$ cat config.mk
export PLATFORM = sky130hd
export DESIGN_NAME = simd_issue_gate
export DESIGN_NICKNAME = d
export VERILOG_FILES = /design/src/rtl/simd_gate_pkg.sv /design/src/rtl/simd_gate_ctrl.sv /design/src/rtl/simd_gate_dp.sv /design/src/rtl/simd_issue_gate.sv
export SDC_FILE = /design/constraint.sdc
export NUM_CORES = 1
export LEC_CHECK = 0
export ABC_AREA = 1
export ABC_CLOCK_PERIOD_IN_PS = 2200
export BUFFER_PORTS_ARGS = -buffer_cell sky130_fd_sc_hd__buf_4
export CAP_MARGIN = 20
export CELL_PAD_IN_SITES_DETAIL_PLACEMENT = 1
export CELL_PAD_IN_SITES_GLOBAL_PLACEMENT = 1
export CORE_AREA = 2 2 39 41
export DETAILED_ROUTE_END_ITERATION = 10
export DIE_AREA = 0 0 41 43
export HOLD_SLACK_MARGIN = 0.15
export PLACE_DENSITY_LB_ADDON = 0.25
export SLEW_MARGIN = 15
export SYNTH_ARGS = -nofsm -noshare
export SYNTH_HDL_FRONTEND = slang
export SYNTH_SLANG_ARGS = --single-unit
export TNS_END_PERCENT = 5
$ cat constraint.sdc
create_clock -name clk -period 2.2 [get_ports clk]
set_input_delay 0 -clock clk [delete_from_list [all_inputs] [get_ports clk]]
set_output_delay 0 -clock clk [all_outputs]
set_load 0.02 [all_outputs]
$ cat src/rtl/simd_gate_pkg.sv
package simd_gate_pkg;
  localparam int VEC_W = 5;
  localparam int CLS_W = 2;

  typedef enum logic [CLS_W-1:0] {
    CLS_FP    = 2'd0,
    CLS_SIMD  = 2'd1,
    CLS_CLEAR = 2'd2,
    CLS_RSVD  = 2'd3
  } issue_cls_e;

  localparam logic [VEC_W-1:0] VEC_BAD_OP  = VEC_W'(6);
  localparam logic [VEC_W-1:0] VEC_NO_DEV  = VEC_W'(7);
  localparam logic [VEC_W-1:0] VEC_FP_ERR  = VEC_W'(16);

  // strobes from the decision logic to the output registers
  typedef struct packed {
    logic             doProceed;
    logic             doFault;
    logic             setErr;
    logic [VEC_W-1:0] vector;
  } gate_ctrl_t;
endpackage

$ cat src/rtl/simd_gate_ctrl.sv
module simd_gate_ctrl
  import simd_gate_pkg::*;
(
  input  logic             issueValid,
  input  logic [CLS_W-1:0] issueClass,
  input  logic             simdSupported,
  input  logic             ctrlTs,
  input  logic             ctrlEm,
  input  logic             fpErrPending,
  output gate_ctrl_t       ctrl
);
  logic isFp, isSimdGrp, isRsvd;

  always_comb begin
    isFp      = (issueClass == CLS_FP);
    isSimdGrp = (issueClass == CLS_SIMD) || (issueClass == CLS_CLEAR);
    isRsvd    = (issueClass == CLS_RSVD);
  end

  // fixed priority: invalid opcode, then device not available, then FP error
  always_comb begin
    ctrl = '0;
    if (issueValid) begin
      if (isRsvd || (isSimdGrp && (!simdSupported || ctrlEm))) begin
        ctrl.doFault = 1'b1;
        ctrl.vector  = VEC_BAD_OP;
      end else if (ctrlTs || (isFp && ctrlEm)) begin
        ctrl.doFault = 1'b1;
        ctrl.vector  = VEC_NO_DEV;
      end else if (isSimdGrp && fpErrPending) begin
        ctrl.doFault = 1'b1;
        ctrl.setErr  = 1'b1;
        ctrl.vector  = VEC_FP_ERR;
      end else begin
        ctrl.doProceed = 1'b1;
      end
    end
  end
endmodule

$ cat src/rtl/simd_gate_dp.sv
module simd_gate_dp
  import simd_gate_pkg::*;
(
  input  logic             clk,
  input  logic             rstN,
  input  gate_ctrl_t       ctrl,
  input  logic             clearPending,
  output logic             proceed,
  output logic             fault,
  output logic [VEC_W-1:0] faultVector,
  output logic             errPin
);
  always_ff @(posedge clk) begin
    if (!rstN) begin
      proceed     <= 1'b0;
      fault       <= 1'b0;
      faultVector <= '0;
      errPin      <= 1'b0;
    end else begin
      proceed     <= ctrl.doProceed;
      fault       <= ctrl.doFault;
      faultVector <= ctrl.doFault ? ctrl.vector : '0;
      if (ctrl.setErr)
        errPin <= 1'b1;
      else if (clearPending)
        errPin <= 1'b0;
    end
  end

  assert_one_outcome_R2: assert property (@(posedge clk) disable iff (!rstN)
    !(proceed && fault));
  assert_vec_idle_R2: assert property (@(posedge clk) disable iff (!rstN)
    !fault |-> faultVector == '0);
  assert_err_hold_R8: assert property (@(posedge clk) disable iff (!rstN)
    (errPin && !clearPending) |=> errPin);
  assert_err_cause_R9: assert property (@(posedge clk) disable iff (!rstN)
    $rose(errPin) |-> (fault && faultVector == VEC_FP_ERR));
endmodule

$ cat src/rtl/simd_issue_gate.sv
module simd_issue_gate
  import simd_gate_pkg::*;
(
  input  logic             clk,
  input  logic             rstN,
  input  logic             issueValid,
  input  logic [CLS_W-1:0] issueClass,
  input  logic             simdSupported,
  input  logic             ctrlTs,
  input  logic             ctrlEm,
  input  logic             fpErrPending,
  input  logic             clearPending,
  output logic             proceed,
  output logic             fault,
  output logic [VEC_W-1:0] faultVector,
  output logic             errPin
);
  gate_ctrl_t ctrl;

  simd_gate_ctrl u_ctrl (
    .issueValid    (issueValid),
    .issueClass    (issueClass),
    .simdSupported (simdSupported),
    .ctrlTs        (ctrlTs),
    .ctrlEm        (ctrlEm),
    .fpErrPending  (fpErrPending),
    .ctrl          (ctrl)
  );

  simd_gate_dp u_dp (
    .clk          (clk),
    .rstN         (rstN),
    .ctrl         (ctrl),
    .clearPending (clearPending),
    .proceed      (proceed),
    .fault        (fault),
    .faultVector  (faultVector),
    .errPin       (errPin)
  );

  assert_issue_latency_R1: assert property (@(posedge clk) disable iff (!rstN)
    (proceed || fault) |-> $past(issueValid));
  assert_em_simd_R4: assert property (@(posedge clk) disable iff (!rstN)
    (issueValid && ctrlEm && (issueClass == CLS_SIMD || issueClass == CLS_CLEAR))
      |=> (fault && faultVector == VEC_BAD_OP));
  assert_ts_R6: assert property (@(posedge clk) disable iff (!rstN)
    (issueValid && ctrlTs && issueClass == CLS_FP) |=> (fault && faultVector == VEC_NO_DEV));
  assert_rsvd_R10: assert property (@(posedge clk) disable iff (!rstN)
    (issueValid && issueClass == CLS_RSVD) |=> (fault && faultVector == VEC_BAD_OP));
endmodule

==> summary.md <==
| Metric | Value |
|---|---|
| CP max stage delay | `0.63 ns` |
| Crit end category | `flip-flop` |
| Fin. max-slew vios | `0` |
| Mux cell area share after synthesis | `0%` |
| Wire length per cell | `9.013 um` |
| Global-route wire length before repair | `1214 um` |
| Post-DRT Antenna Nets | `0` |
| M1 WL | `205 um` |
| Final hold vios | `0` |
| Global-route usage over all layers | `10.63%` |
| Overflow after GRT | `0` |
| Hold Crit Class | `input port to flip-flop` |
| Worst EP arrival | `2.23 ns` |
| Register area share after synthesis | `41.56%` |
| Final wirelength | `685 um` |
| Yosys top cell area share | `41.56%` |
| Largest cells by area after synthesis | `dfxtp_1 (42%), inv_1 (9.1%), ha_1 (8.7%), nand2_2 (8.7%), buf_4 (5.2%)` |
| Crit-path cells | `dlygate4sd3_1 -> buf_4 -> a21oi_2 -> dlygate4sd3_1 -> nand2_2 -> dlygate4sd3_1 -> nor2_2 -> nor2_2` |
| Chip width | `41 um` |
| Multi-input combinational cell area | `127.6 um^2` |
| Hold slack | `0.1751 ns` |
| Power Total | `0.0002789 W` |
| Synth Flop Type | `dfxtp_1` |
| # rows | `14` |
| Fmax | `475.9 MHz` |
| Antenna cell count | `0` |
| Slowest CP cell | `dlygate4sd3_1` |
| Worst reg-to-reg path cell count | `4` |
| Hold Crit Depth | `5` |
| Register bit total from synthesis | `6` |
| Post_cts resized | `0` |
| Layout area overhead | `78.79%` |
| R2R Setup Slk | `0.51 ns` |
| Final period util | `95.51%` |
| Synth Warn # | `0` |
| Finished Cell Area | `516.7 um^2` |
| Worst Path Required | `2.33 ns` |
| IO buf count | `16` |
| Adder-Cell Fraction of Synth Area | `8.658%` |
| Biggest area consumer among synthesized cells | `dfxtp_1` |
| Reg-to-Reg Start | `u_dp.errPin` |
| Crit Path Class | `input port to flip-flop` |
| Met2 wire len | `444 um` |
| RSZ-0062 raised after global routing | `no` |
| Die extent in y | `43 um` |
| FF+latch area | `120.1 um^2` |
| Leak Pwr | `0.2781 nW` |
| Max Cap Violations | `0` |
| Post-synth EDFFs | `0` |
| Max Used Layer | `met3` |
| TNS Setup | `0 ns` |
| Most numerous cell in the Yosys netlist | `inv_1` |
| Synth cell types | `15` |
| Number of fill cells | `182` |
| DP Wirelength | `454.3 um` |
| CTS Hold Bufs | `8` |
| Vias in the first global route | `315` |
| Hold Path End | `u_dp.faultVector[4]` |
| Post-Syn Area per Cell | `8.258 um^2` |
| # setup viols final | `0` |
| Compound-Gate Fraction of Synth Area | `3.030%` |
| Largest net degree at the start of global routing | `6` |
| Critical hold path startpoint | `simdSupported` |
| Dpl cell area | `414.1 um^2` |
| Postcts setup bufs | `0` |
| CTS buffer count | `3` |
| Clk_lat worst skew | `0.24 ns` |
| # DRC | `0` |
| Synth Area in Simple Gates | `31.17%` |
| Commonest cells post-synth | `inv_1 (7), dfxtp_1 (6), nand2_1 (4), nand2_2 (4)` |
| TritonCTS clock tree | `done` |
| Post-synth net total | `47` |
| Starting Density | `20.89%` |
| Synth Area in XOR/XNOR | `0%` |
| Clock tree buffer depth | `2` |
| Clk_skew | `0 ns` |
| Most used cell, CP | `dlygate4sd3_1` |
| Layout net count | `74` |
| Delay-heaviest family, CP | `buffers and inverters` |
| Main combinational cell family by area after synthesis | `simple AND/OR/NAND/NOR gates` |
| Outcome | `finished clean` |
| Layout cells sized above 1 | `45.00%` |
| Worst r2r dst | `u_dp.errPin` |
| Met3 WL | `35 um` |
| Root buffer cell | `clkbuf_4` |
| Core area | `0.001384 mm^2` |
| DRC violation total after the first TritonRoute iteration | `1` |
| Post-layout util | `37.34%` |
| Post-Synthesis Cells | `35` |
| Worst Path Buf+Inv | `4` |
| Worst-path clk slew | `0.05 ns` |
| Tmin final | `2.101 ns` |
| Power Density | `539.7 mW/mm^2` |
| Sink Count | `6` |
| Fraction of registers with async set/reset | `0%` |
| Vias per cell | `3.882` |
| Via count | `295` |
| CP max FO | `3` |
| Die area | `0.001763 mm^2` |
| I/O pins | `18` |
| Worst IR Drop VDD | `0.0001371 V` |
| Antenna violations before repair | `0` |
| First-pass DRT Iterations | `2` |
| Routability cong. | `0.6411` |
| Mapped Area | `289.0 um^2` |
| Startpoint class of the critical path | `input port` |
| H-tree levels | `1` |
layer usage:
metal | track usage (%) | vias to the layer above
li1 | - | 152
met1 | 9.295 | 133
met2 | 18.44 | 10
met3 | 0 | 0
met4 | 12.00 | 0
met5 | 0 | -
sequential cells by signal (all words and copies together) (netlist names):
| signal | flops |
|---|---|
| u_dp.errPin | 1 |
| u_dp.proceed | 1 |
| u_dp.fault | 1 |
| u_dp.faultVector | 3 |
per-stage QoR:
stage	std cells	setup WS, ns
6_report	76	0.09875
5_1_grt	76	0.01609
4_1_cts	76	0.1298
3_5_place_dp	65	1.315
3_3_place_gp	65	1.316
2_1_floorplan	35	1.469
cells by family (layout without fill, tap and decap cells):
kind of cell	count (synthesis)	count (layout)
DFF	6	6
other	1	1
adders and majority gates	2	2
and+or+nand+nor	16	16
buffers and inverters	9	34
AOI/OAI and AO/OA	1	1
layout make-up:
type / instances / area share [%]
clock buffer: 3 / 4.358
inverter: 7 / 5.085
multi-input combinational: 20 / 24.70
sequential: 6 / 23.24
tap: 16 / 3.874
timing repair buffer: 24 / 38.74
how the worst max path moves through the flow:
| stage | from | to | slack (ns) | depth (start not counted) |
|---|---|---|---|---|
| floorplan | issueClass[0] | u_dp.fault | 1.47 | 6 |
| global placement | issueClass[0] | u_dp.errPin | 1.32 | 7 |
| detailed placement | issueClass[0] | u_dp.errPin | 1.31 | 7 |
| CTS | ctrlEm | u_dp.fault | 0.13 | 8 |
| global route | ctrlEm | u_dp.fault | 0.02 | 8 |
| finish | ctrlEm | u_dp.fault | 0.1 | 8 |
placed cells by master (no fill, tap or decap), types with 2 or more instances in the layout:
| cell | count |
|---|---|
| dlygate4sd3_1 | 8 |
| buf_4 | 16 |
| nor2_2 | 2 |
| nand2_2 | 4 |
| nand2_1 | 4 |
| clkbuf_4 | 3 |
| dfxtp_1 | 6 |
| inv_1 | 7 |
| ha_1 | 2 |
where the power goes:
part / switching, W / internal (W) / leakage, nW
Combinational: 0.0000309 / 0.0000333 / 0.215
Clock: 0.0000387 / 0.0000616 / 0.0138
Sequential: 0.00000121 / 0.000113 / 0.0490
worst register-to-register path, delay by kind of cell, from the launching register on:
kind,cells,cell delay (ns)
simple gates,2,0.15
buf+inv,2,1.12
flops,1,0.31
Note: power is estimated with default switching activity, not from simulation.
